<file path="config.mk">
export PLATFORM = sky130hd
export DESIGN_NAME = hbridge_decode
export DESIGN_NICKNAME = d
export VERILOG_FILES = /design/src/rtl/hbridge_decode.sv
export SDC_FILE = /design/constraint.sdc
export NUM_CORES = 1
export LEC_CHECK = 0
export BUFFER_PORTS_ARGS = -buffer_cell sky130_fd_sc_hd__buf_2
export CORE_MARGIN = 5
export CORE_UTILIZATION = 40
export CTS_CLUSTER_SIZE = 20
export DETAILED_ROUTE_END_ITERATION = 7
export PLACE_DENSITY_LB_ADDON = 0.3
export SLEW_MARGIN = 30
export SYNTH_ARGS = -nofsm -noshare
export SYNTH_HDL_FRONTEND = slang
export SYNTH_SLANG_ARGS = --single-unit
</file>
<file path="constraint.sdc">
create_clock -name clk -period 3.5 [get_ports clk]
set_clock_uncertainty 0.1 [all_clocks]
set_input_delay 0.175 -clock clk [delete_from_list [all_inputs] [get_ports clk]]
set_output_delay 0.175 -clock clk [all_outputs]
set_load 0.1 [all_outputs]
</file>
<file path="src/rtl/hbridge_decode.sv">
module hbridge_decode #(
  parameter bit PHASE_ENABLE = 1'b0,
  parameter int WAKE_CYCLES  = 6000
) (
  input  logic clk,
  input  logic rst_n,
  input  logic sleep_n,
  input  logic fault,
  input  logic ctl_a,
  input  logic ctl_b,
  output logic hs1_en,
  output logic ls1_en,
  output logic hs2_en,
  output logic ls2_en
);
  localparam int CW = $clog2(WAKE_CYCLES + 2);
  localparam logic [CW-1:0] WAKE_END = CW'(WAKE_CYCLES);

  typedef enum logic [1:0] {DRV_OFF = 2'd0, DRV_HI = 2'd1, DRV_LO = 2'd2} drive_t;

  logic [CW-1:0] wake_cnt;
  drive_t        tgt1, tgt2, dec1, dec2, st1, st2;
  logic          ready, run;

  always_ff @(posedge clk or negedge rst_n)
    if (!rst_n)                  wake_cnt <= '0;
    else if (!sleep_n)           wake_cnt <= '0;
    else if (wake_cnt != WAKE_END) wake_cnt <= wake_cnt + 1'b1;

  assign ready = sleep_n && (wake_cnt == WAKE_END);
  assign run   = ready && !fault;

  generate
    if (PHASE_ENABLE) begin : g_dir_gate
      assign dec1 = (ctl_b && !ctl_a) ? DRV_HI : DRV_LO;
      assign dec2 = (ctl_b &&  ctl_a) ? DRV_HI : DRV_LO;
    end else begin : g_direct
      assign dec1 = (ctl_a && !ctl_b) ? DRV_HI : (ctl_b ? DRV_LO : DRV_OFF);
      assign dec2 = (ctl_b && !ctl_a) ? DRV_HI : (ctl_a ? DRV_LO : DRV_OFF);
    end
  endgenerate

  assign tgt1 = run ? dec1 : DRV_OFF;
  assign tgt2 = run ? dec2 : DRV_OFF;

  function automatic drive_t step(drive_t cur, drive_t tgt);
    if (cur != DRV_OFF && tgt != DRV_OFF && cur != tgt) return DRV_OFF;
    return tgt;
  endfunction

  always_ff @(posedge clk or negedge rst_n)
    if (!rst_n) begin
      st1 <= DRV_OFF;
      st2 <= DRV_OFF;
    end else begin
      st1 <= step(st1, tgt1);
      st2 <= step(st2, tgt2);
    end

  assign hs1_en = (st1 == DRV_HI);
  assign ls1_en = (st1 == DRV_LO);
  assign hs2_en = (st2 == DRV_HI);
  assign ls2_en = (st2 == DRV_LO);

  a_r9_no_shoot_through: assert property (@(posedge clk) disable iff (!rst_n)
    !(hs1_en && ls1_en) && !(hs2_en && ls2_en));

  a_r10_dead_hs1: assert property (@(posedge clk) disable iff (!rst_n) hs1_en |=> !ls1_en);
  a_r10_dead_ls1: assert property (@(posedge clk) disable iff (!rst_n) ls1_en |=> !hs1_en);
  a_r10_dead_hs2: assert property (@(posedge clk) disable iff (!rst_n) hs2_en |=> !ls2_en);
  a_r10_dead_ls2: assert property (@(posedge clk) disable iff (!rst_n) ls2_en |=> !hs2_en);

  a_r2_sleep_off: assert property (@(posedge clk) disable iff (!rst_n)
    !sleep_n |=> !(hs1_en || ls1_en || hs2_en || ls2_en));

  a_r8_fault_off: assert property (@(posedge clk) disable iff (!rst_n)
    fault |=> !(hs1_en || ls1_en || hs2_en || ls2_en));

  a_r7_wake_hold: assert property (@(posedge clk) disable iff (!rst_n)
    (wake_cnt != WAKE_END) |=> !(hs1_en || ls1_en || hs2_en || ls2_en));

  generate
    if (PHASE_ENABLE) begin : g_chk_dir_gate
      a_r5_gate_low_brake: assert property (@(posedge clk) disable iff (!rst_n)
        (run && !ctl_b) |=> !hs1_en && !hs2_en);
    end else begin : g_chk_direct
      a_r3_both_high_brake: assert property (@(posedge clk) disable iff (!rst_n)
        (run && ctl_a && ctl_b) |=> !hs1_en && !hs2_en);
      a_r3_both_low_coast: assert property (@(posedge clk) disable iff (!rst_n)
        (run && !ctl_a && !ctl_b) |=> !(hs1_en || ls1_en || hs2_en || ls2_en));
    end
  endgenerate
endmodule

</file>
# Word-level counts from Yosys, hierarchy flattened
# Index checks and enable logic that the tools add are counted.
[word_totals]
regBits = 17
inputBits = 6
out_inout_bits = 4
[op_classes]
n_addsub = 1
n_eq_ne = 9
n_mux = 14
reduce_logical = 15
[ops]
columns = ["operator", "count"]
rows = [
  ["$mux W13", 2],
  ["$mux W2", 10],
  ["$add A13 B1 Y13 const B", 1],
  ["$eq A13 B13 Y1 const B", 1],
  ["$ne A13 B13 Y1 const B", 1],
  ["$logic_and A1 B1 Y1", 8],
  ["$reduce_bool A2 Y1", 4],
  ["$eq A2 B1 Y1 const B", 2],
  ["$eq A2 B2 Y1 const B", 2],
  ["$ne A2 B2 Y1", 2],
  ["$logic_not A1 Y1", 3],
  ["$mux W1", 2],
  ["$ne A2 B1 Y1 const B", 1],
]

# Logic depth before layout (Yosys ltp)
# Gate-level depths: netlist of the first run.
[depth]
word_depth = 9
depth_mapped = 5
mapped_depth_nobuf = 5

# Worst setup path after synthesis of the first run
# OpenSTA, ideal clock, no wires.
[synth_timing]
path_kind = "register -> output"
from = "register st1[1]"
to = "output hs1_en"
arrival_time_ns = 1.712
setup_slack_ns = 1.513
path_stages_with_launch = 2
path_cell_list = "dfrtp_1 > nor2b_1"
[synth_between]
elab_chain_len = 1
[synth_rtl]
columns = ["item", "line", "rtl"]
rows = [
  ["start, declared", "22", "drive_t tgt1, tgt2, dec1, dec2, st1, st2;"],
  ["start signal, assigned", "56", "st1 <= step(st1, tgt1);"],
  ["$eq A2 B1 Y1", "60", "assign hs1_en = (st1 == DRV_HI);"],
  ["end, declared", "11", "output logic hs1_en,"],
]
# No other way between the ends.

# Worst setup path after layout of the first run
[layout_timing]
from = "register wake_cnt[2]"
to = "register st2[0]"
[layout_between]
elab_chain_len = 9
[layout_rtl]
columns = ["item", "line", "rtl"]
rows = [
  ["start, declared", "21", "logic [CW-1:0] wake_cnt;"],
  ["start signal, assigned", "28", "else if (wake_cnt != WAKE_END) wake_cnt <= wake_cnt + 1'b1;"],
  ["$eq A13 B13 Y1 *", "30", "assign ready = sleep_n && (wake_cnt == WAKE_END);"],
  ["$logic_and A1 B1 Y1 *", "30", ""],
  ["$logic_and A1 B1 Y1 *", "31", "assign run = ready && !fault;"],
  ["$mux W2 *", "44", "assign tgt2 = run ? dec2 : DRV_OFF;"],
  ["$reduce_bool A2 Y1", "47", "if (cur != DRV_OFF && tgt != DRV_OFF && cur != tgt) return DRV_OFF;"],
  ["$logic_and A1 B1 Y1 (2 in a row)", "47", ""],
  ["$mux W1", "47", ""],
  ["$mux W2 *", "48", "return tgt;"],
  ["end signal, assigned", "57", "st2 <= step(st2, tgt2);"],
  ["end, declared", "22", ""],
]
# Mark *: on every way between the ends. The rest lies on a longest branch, timed or not.
# A chain may end at the register's enable or synchronous reset.

==> results.ini, run 1 <==
[drt]
wl_per_cell_um = 12.6
routed_wl_um = 1640
post_drt_via_cell_ratio = 5.42
vias = 705
drtAntennaViolNets = 0
dr.pass1.iters = 4
drt_iter0_drc = 6
drcViolationCount = 0

[pwr]
peakVddDrop_mv = 0.165
power.density_mw_per_mm2 = 340
p_leak_nw = 0.412

[floorplan]
dieHeight_um = 56.9
die_area_mm2 = 0.00323
io_pins = 10
num_rows = 17
chipWidth_um = 56.9
core_area_mm2 = 0.00215
start_util_pct = 40.9

[synthesis]
synth_fp_nets = 97
synth_fa_ha_area_share_pct = 2.85
synth_compound_area_share_pct = 9.54
synth_xor_area_share_pct = 1.99
synth.avg_cell_area_um2 = 9.87
netlist_instances = 89
syn_area_um2 = 878
yosysWarnings = 0
synth_top_family_by_area = simple AND/OR/NAND/NOR gates
yosys.area_share.simple_pct = 29.1
ys_seq_area_share_pct = 48.4
synthMuxAreaShare_pct = 3.42
ys_ff_latch = 17
synthDistinctLibCells = 26

[worst_hold_path]
holdPathEnd = st2[0]
hold_class = input pin to flop
whs_path_depth = 3
hp-start = ctl_b

[critical_path]
critPathKind = flop to flop
reg2reg_depth = 3
r2r-start = wake_cnt[2]
endpoint_kind = flop
cp.arrival_ps = 2130
startpoint_type = flop
r2r_slack_ps = 1480
r2r_end = st2[0]
critPathMaxFanout = 6
cp.required_ps = 3600

[global_route]
grt.overflow.total = 0
grt_start_max_net_pins = 18
antenna_found_initial = 0
grt_use_total_pct = 11.8
grt_pass1_wl_um = 3010
grt_pass1_vias = 686

[clocking]
ctsResizeCount = 0
htree_levels = 1
tritoncts = built
clkSlewWorstSetupHoldPaths_ps = 100
cts_sinks = 17
cts_root_buf = clkbuf_4
post_cts_buffers = 0
clk_path_buf_depth = 2
clk_latency_ps = 290
numCtsBuffers = 3

[final_layout]
nNetsFinal = 111
diodes = 0
design_area_um2 = 983
drive_above_1_share_pct = 15.7
nFillCells = 220
layout_commonest_cell = dfrtp_1
final_cell_mix = dfrtp_1 (17), buf_2 (9), nand2_1 (8)
syn2layout_area_growth_pct = 12.0

[timing]
worst_slack_ps = 1480
finalHoldViolations = 0
setup_viol = 0
fin_setup_tns_ps = 0
period_share_pct = 57.8
tightest_slew_ps = 622
rsz0062_at_grt = false
layout_min_cycle_time_ps = 2020
slew_violations = 0
max_freq_mhz = 494
max_slew_margin_pct = 58.2

[place]
portBuffers = 9
dpl-instance-area_um2 = 947
place_ws_ps = 1480
hpwl_um = 1210
gp_congestion = 0.719

[run_status]
status = finished, final reports clean

[job]
drv_cap = 0

-- layout make-up --
| cell class | instances | area (µm²) | area share, % |
|---|---|---|---|
| sequential | 17 | 425 | 43.3 |
| multi-input combinational | 63 | 412 | 41.9 |
| timing repair buffer | 10 | 55.1 | 5.60 |
| tap | 28 | 35.0 | 3.56 |
| inverter | 8 | 30.0 | 3.05 |
| clock buffer | 4 | 26.3 | 2.67 |
-- what timing repair did --
| action | CTS | global route |
|---|---|---|
| setup endpoints to repair | 0 | 0 |
| hold buffers | 1 | 0 |
| hold endpoints to repair | 17 | 0 |
-- routing by layer --
layer  track usage, %  wire length [µm]  up-vias
met1             15.1               756      339
met5                0                 0        -
met3             2.53                71        5
met4             5.96                38        0
li1                 -                 -      346
met2             18.8               772       15
-- how the worst max path moves through the flow --
stage | cells after the start | slack (ps) | endpoint | startpoint
6_report | 3 | 1480 | st2[0] | wake_cnt[2]
5_1_grt | 3 | 1390 | wake_cnt[1] | wake_cnt[2]
4_1_cts | 3 | 1460 | st2[0] | wake_cnt[2]
3_5_place_dp | 3 | 1480 | st2[0] | wake_cnt[2]
3_3_place_gp | 3 | 1530 | wake_cnt[2] | wake_cnt[2]
2_1_floorplan | 1 | 1510 | hs1_en | st1[1]
-- state kept, by name, indices dropped and copies added (netlist names) --
register and count:
wake_cnt 13, st2 2, st1 2
-- critical path, stage by stage (launching register included) --
cell and delay, ps:
dfrtp_1 440, or4b_1 560, or4_4 570, nor4b_2 270
-- power breakdown --
group | internal [mW] | switching, mW
logic | 0.00851 | 0.0142
registers | 0.199 | 0.00394
clock network | 0.0444 | 0.0639
-- cells by family after synthesis --
group	count (synthesis)
AO/OA/AOI/OAI	15
flip-flops	17
adder cells (fa/ha/maj)	2
XOR/XNOR	2
AND/OR/NAND/NOR	41
buffers and inverters	9
multiplexers	3
-- through the flow --
| step | std cells | hold WS, ps | total power, mW | utilization, % |
|---|---|---|---|---|
| finish | 130 | 44.7 | 0.334 | 45.8 |
| global route | 130 | 59.9 | 0.349 | 45.8 |
| detailed placement | 125 | 26.1 | 0.229 | 44.1 |
| global placement | 125 | 24.0 | 0.228 | 44.1 |
| CTS | 130 | 44.4 | 0.337 | 45.8 |
| floorplan | 89 | -221 | 0.220 | - |
-- synthesized netlist by cell type, drive strengths merged --
cell | number | area, µm²
inv | 7 | 26.3
nand2b | 2 | 12.5
nor4b | 2 | 30.0
nand2 | 8 | 30.0
nand3b | 1 | 7.51
o22ai | 1 | 6.26
or4b | 1 | 10.0
or4 | 4 | 33.8
dfrtp | 17 | 425
nor2 | 4 | 15.0
a21oi | 7 | 35.0
clkinv | 1 | 3.75
xnor2 | 1 | 8.76
mux2i | 3 | 30.0
nand4 | 2 | 12.5
nor2b | 4 | 25.0
o21ai | 4 | 20.0
buf | 1 | 11.3
ha | 2 | 25.0
xor2 | 1 | 8.76
or2b | 1 | 8.76
o31ai | 3 | 22.5
nand3 | 4 | 20.0
or3 | 4 | 25.0
nor4 | 4 | 25.0
Power figures use the tool's default switching activity.
==> run 2, diff against run 1 <==
- ABC_AREA: not set -> 1
- clock period: 3.5 -> 1.6 ns (I/O delays scaled with it)
==> results.ini, run 2 <==
[run_status]
status = finished, final reports clean  ; unchanged

[final_layout]
final_cell_mix = inv_1 (24), nor2_1 (18), dfrtp_1 (17)  ; was dfrtp_1 (17), buf_2 (9), nand2_1 (8)
design_area_mm2 = 0.00120  ; was 983 µm²
diodes = 0  ; unchanged
nNetsFinal = 153  ; was 111
syn2layout_area_growth_pct = 18.9  ; was 12.0%
stdcell_count = 174  ; was 130
drive_above_1_share_pct = 28.5  ; was 15.7%
largest_reg_flops = 13  ; unchanged
nFillCells = 235  ; was 220
largest-register = wake_cnt  ; unchanged
post-route-util_pct = 49.0  ; was 45.8%
biggestRegsByFlops = wake_cnt x13, st1 x2, st2 x2  ; unchanged
layout_commonest_cell = inv_1  ; was dfrtp_1

[timing]
max_slew_margin_pct = 67.7  ; was 58.2%
slew_violations = 0  ; unchanged
timing.hold.ws_ps = 116  ; was 44.7 ps
finalHoldViolations = 0  ; unchanged
worst_slack_ps = 71.2  ; was 1480 ps
tightest_slew_ps = 487  ; was 622 ps
fin_setup_tns_ps = 0  ; unchanged
period_share_pct = 95.5  ; was 57.8%
max_freq_mhz = 654  ; was 494 MHz
setup_viol = 0  ; unchanged
layout_min_cycle_time_ps = 1530  ; was 2020 ps

[pwr]
power.density_mw_per_mm2 = 621  ; was 340 mW/mm²
p_leak_nw = 0.601  ; was 0.412 nW
power_uw = 747  ; was 334 µW
peakVddDrop_mv = 0.380  ; was 0.165 mV

[synthesis]
ys_seq_area_share_pct = 42.0  ; was 48.4%
synth_fp_nets = 135  ; was 97
synthTopCellsByArea = dfrtp_1 (42%), inv_1 (9.3%), nor2_1 (6.7%), nand3_1 (5.4%), nand2_1 (4.8%)  ; was dfrtp_1 (48%), a21oi_1 (4.0%), mux2i_1 (3.4%), nand2_1 (3.4%), nor4b_2 (3.4%)
synth-edff-count = 0  ; unchanged
netlist_instances = 127  ; was 89
ys_top_cells_by_count = inv_1 (25), nor2_1 (18), dfrtp_1 (17)  ; was dfrtp_1 (17), nand2_1 (8), a21oi_1 (7), inv_1 (7)
ys_ff_latch = 17  ; unchanged
synthDistinctLibCells = 24  ; was 26
yosysWarnings = 0  ; unchanged
syn_area_mm2 = 0.00101  ; was 878 µm²
synth_top_cell_by_area = dfrtp_1  ; unchanged
yosysTopAreaCellShare_pct = 42.0  ; was 48.4%
synth.avg_cell_area_um2 = 7.97  ; was 9.87 µm²
ys.flop_type = dfrtp_1  ; unchanged
yosysMostFrequentCell = inv_1  ; was dfrtp_1
async_flop_share_pct = 100  ; unchanged

[global_route]
grt_pass1_wl_um = 3160  ; was 3010 µm
grt_pass1_vias = 748  ; was 686
grt_use_total_pct = 11.6  ; was 11.8%
antenna_found_initial = 0  ; unchanged
grt_start_max_net_pins = 18  ; unchanged
grt.overflow.total = 0  ; unchanged

[drt]
drcViolationCount = 0  ; unchanged
drt_iter0_drc = 10  ; was 6
wl_per_cell_um = 11.1  ; was 12.6 µm
routed_wl_um = 1930  ; was 1640 µm
drtAntennaViolNets = 0  ; unchanged
dr.pass1.iters = 4  ; unchanged
post_drt_via_cell_ratio = 4.71  ; was 5.42
vias = 820  ; was 705

[place]
placed_cells = 165  ; was 125
hpwl_um = 1470  ; was 1210 µm
dpl-instance-area_mm2 = 0.00109  ; was 947 µm²
portBuffers = 9  ; unchanged
gp_congestion = 0.783  ; was 0.719
place_ws_ps = 73.4  ; was 1480 ps

[worst_hold_path]
hold_class = input pin to flop  ; unchanged

[clocking]
clk_latency_ps = 290  ; about the same
tritoncts = built  ; unchanged
numCtsBuffers = 3  ; unchanged
clk_path_buf_depth = 2  ; unchanged
cts_sinks = 17  ; unchanged
cts_root_buf = clkbuf_4  ; unchanged
clkSlewWorstSetupHoldPaths_ps = 100  ; about the same
htree_levels = 1  ; unchanged

[critical_path]
critPathKind = flop to flop  ; unchanged
cp.required_ps = 1690  ; was 3600 ps
r2r_slack_ps = 70  ; was 1480 ps
startpoint_type = flop  ; unchanged
cp.arrival_ps = 1620  ; was 2130 ps
endpoint_kind = flop  ; unchanged
critPathMaxFanout = 4  ; was 6

[floorplan]
io_pins = 10  ; unchanged
start_util_pct = 41.2  ; was 40.9%
dieHeight_um = 60.3  ; was 56.9 µm
core_area_mm2 = 0.00245  ; was 0.00215 mm²
num_rows = 18  ; was 17
chipWidth_um = 60.3  ; was 56.9 µm
die_area_mm2 = 0.00364  ; was 0.00323 mm²

[job]
drv_cap = 0  ; unchanged

==> run 2: cell types whose count changed after synthesis, sizes merged, moves of 4 or more <==
cell,before,now
inv,7,28
nor2,4,24
nand2,8,18
nand3,4,13
nor3,0,5
nor2b,4,0
or3,4,0
or4,4,0
==> run 2: critical path, cell delays in order (launching register included) <==
cell     delay (ps)
dfrtp_1         420
inv_1           130
ha_4            150
nand2_2          60
nor2_4          100
nand3_2         100
nor2_4          180
nand3_1          80
nand3_1          70
inv_1            40
==> run 2: path summary, 6_finish.rpt <==
check | start | to | depth (start not counted)
setup / recovery | wake_cnt[1] | st2[1] | 9
hold reg to reg | wake_cnt[9] | wake_cnt[9] | 2
hold / removal | fault | st1[1] | 6
min in group asynchronous | rst_n | st1[0] | 2
max in group asynchronous | rst_n | wake_cnt[0] | 2
setup reg to reg | wake_cnt[1] | st2[1] | 9
==> run 2: cell type report <==
cell class | count | area, µm² | area share, %
multi-input cells | 81 | 515 | 42.8
clock inverters | 1 | 5.00 | 0.416
inverters | 28 | 105 | 8.73
clock buffers | 3 | 22.5 | 1.87
repair buffers | 14 | 92.6 | 7.69
flip-flops and latches | 17 | 425 | 35.3
well taps | 30 | 37.5 | 3.12
==> run 2: cells by family (layout without fill, tap and decap cells) <==
logic type / after synthesis / after routing / synth area share, %
adder cells (fa/ha/maj): 2 / 2 / 2.47
AO/OA/AOI/OAI: 14 / 14 / 7.29
AND/OR/NAND/NOR: 63 / 63 / 35.7
buffers and inverters: 29 / 46 / 10.8
flip-flops: 17 / 17 / 42.0
XOR/XNOR: 2 / 2 / 1.73
==> run 2: layer usage <==
metal / up-vias / GRT usage, % / wire length (µm)
met5: - / 0 / 0
met2: 10 / 18.7 / 852
met3: 4 / 1.94 / 87
li1: 433 / - / -
met4: 0 / 5.70 / 36
met1: 373 / 14.9 / 949
==> run 2: power breakdown <==
part / total (mW) / leakage [nW] / internal [mW] / switching (mW)
clock: 0.231 / 0.0177 / 0.0930 / 0.138
combinational: 0.0741 / 0.348 / 0.0294 / 0.0446
sequential: 0.442 / 0.235 / 0.435 / 0.00620
==> run 2: what timing repair did <==
action | 4_1_cts | 5_1_grt
endpoints found under the hold margin | 21 | 0
buffers inserted | 0 | 1
resized for setup | 0 | 10
hold buffers | 4 | 0
setup endpoints to repair | 0 | 5
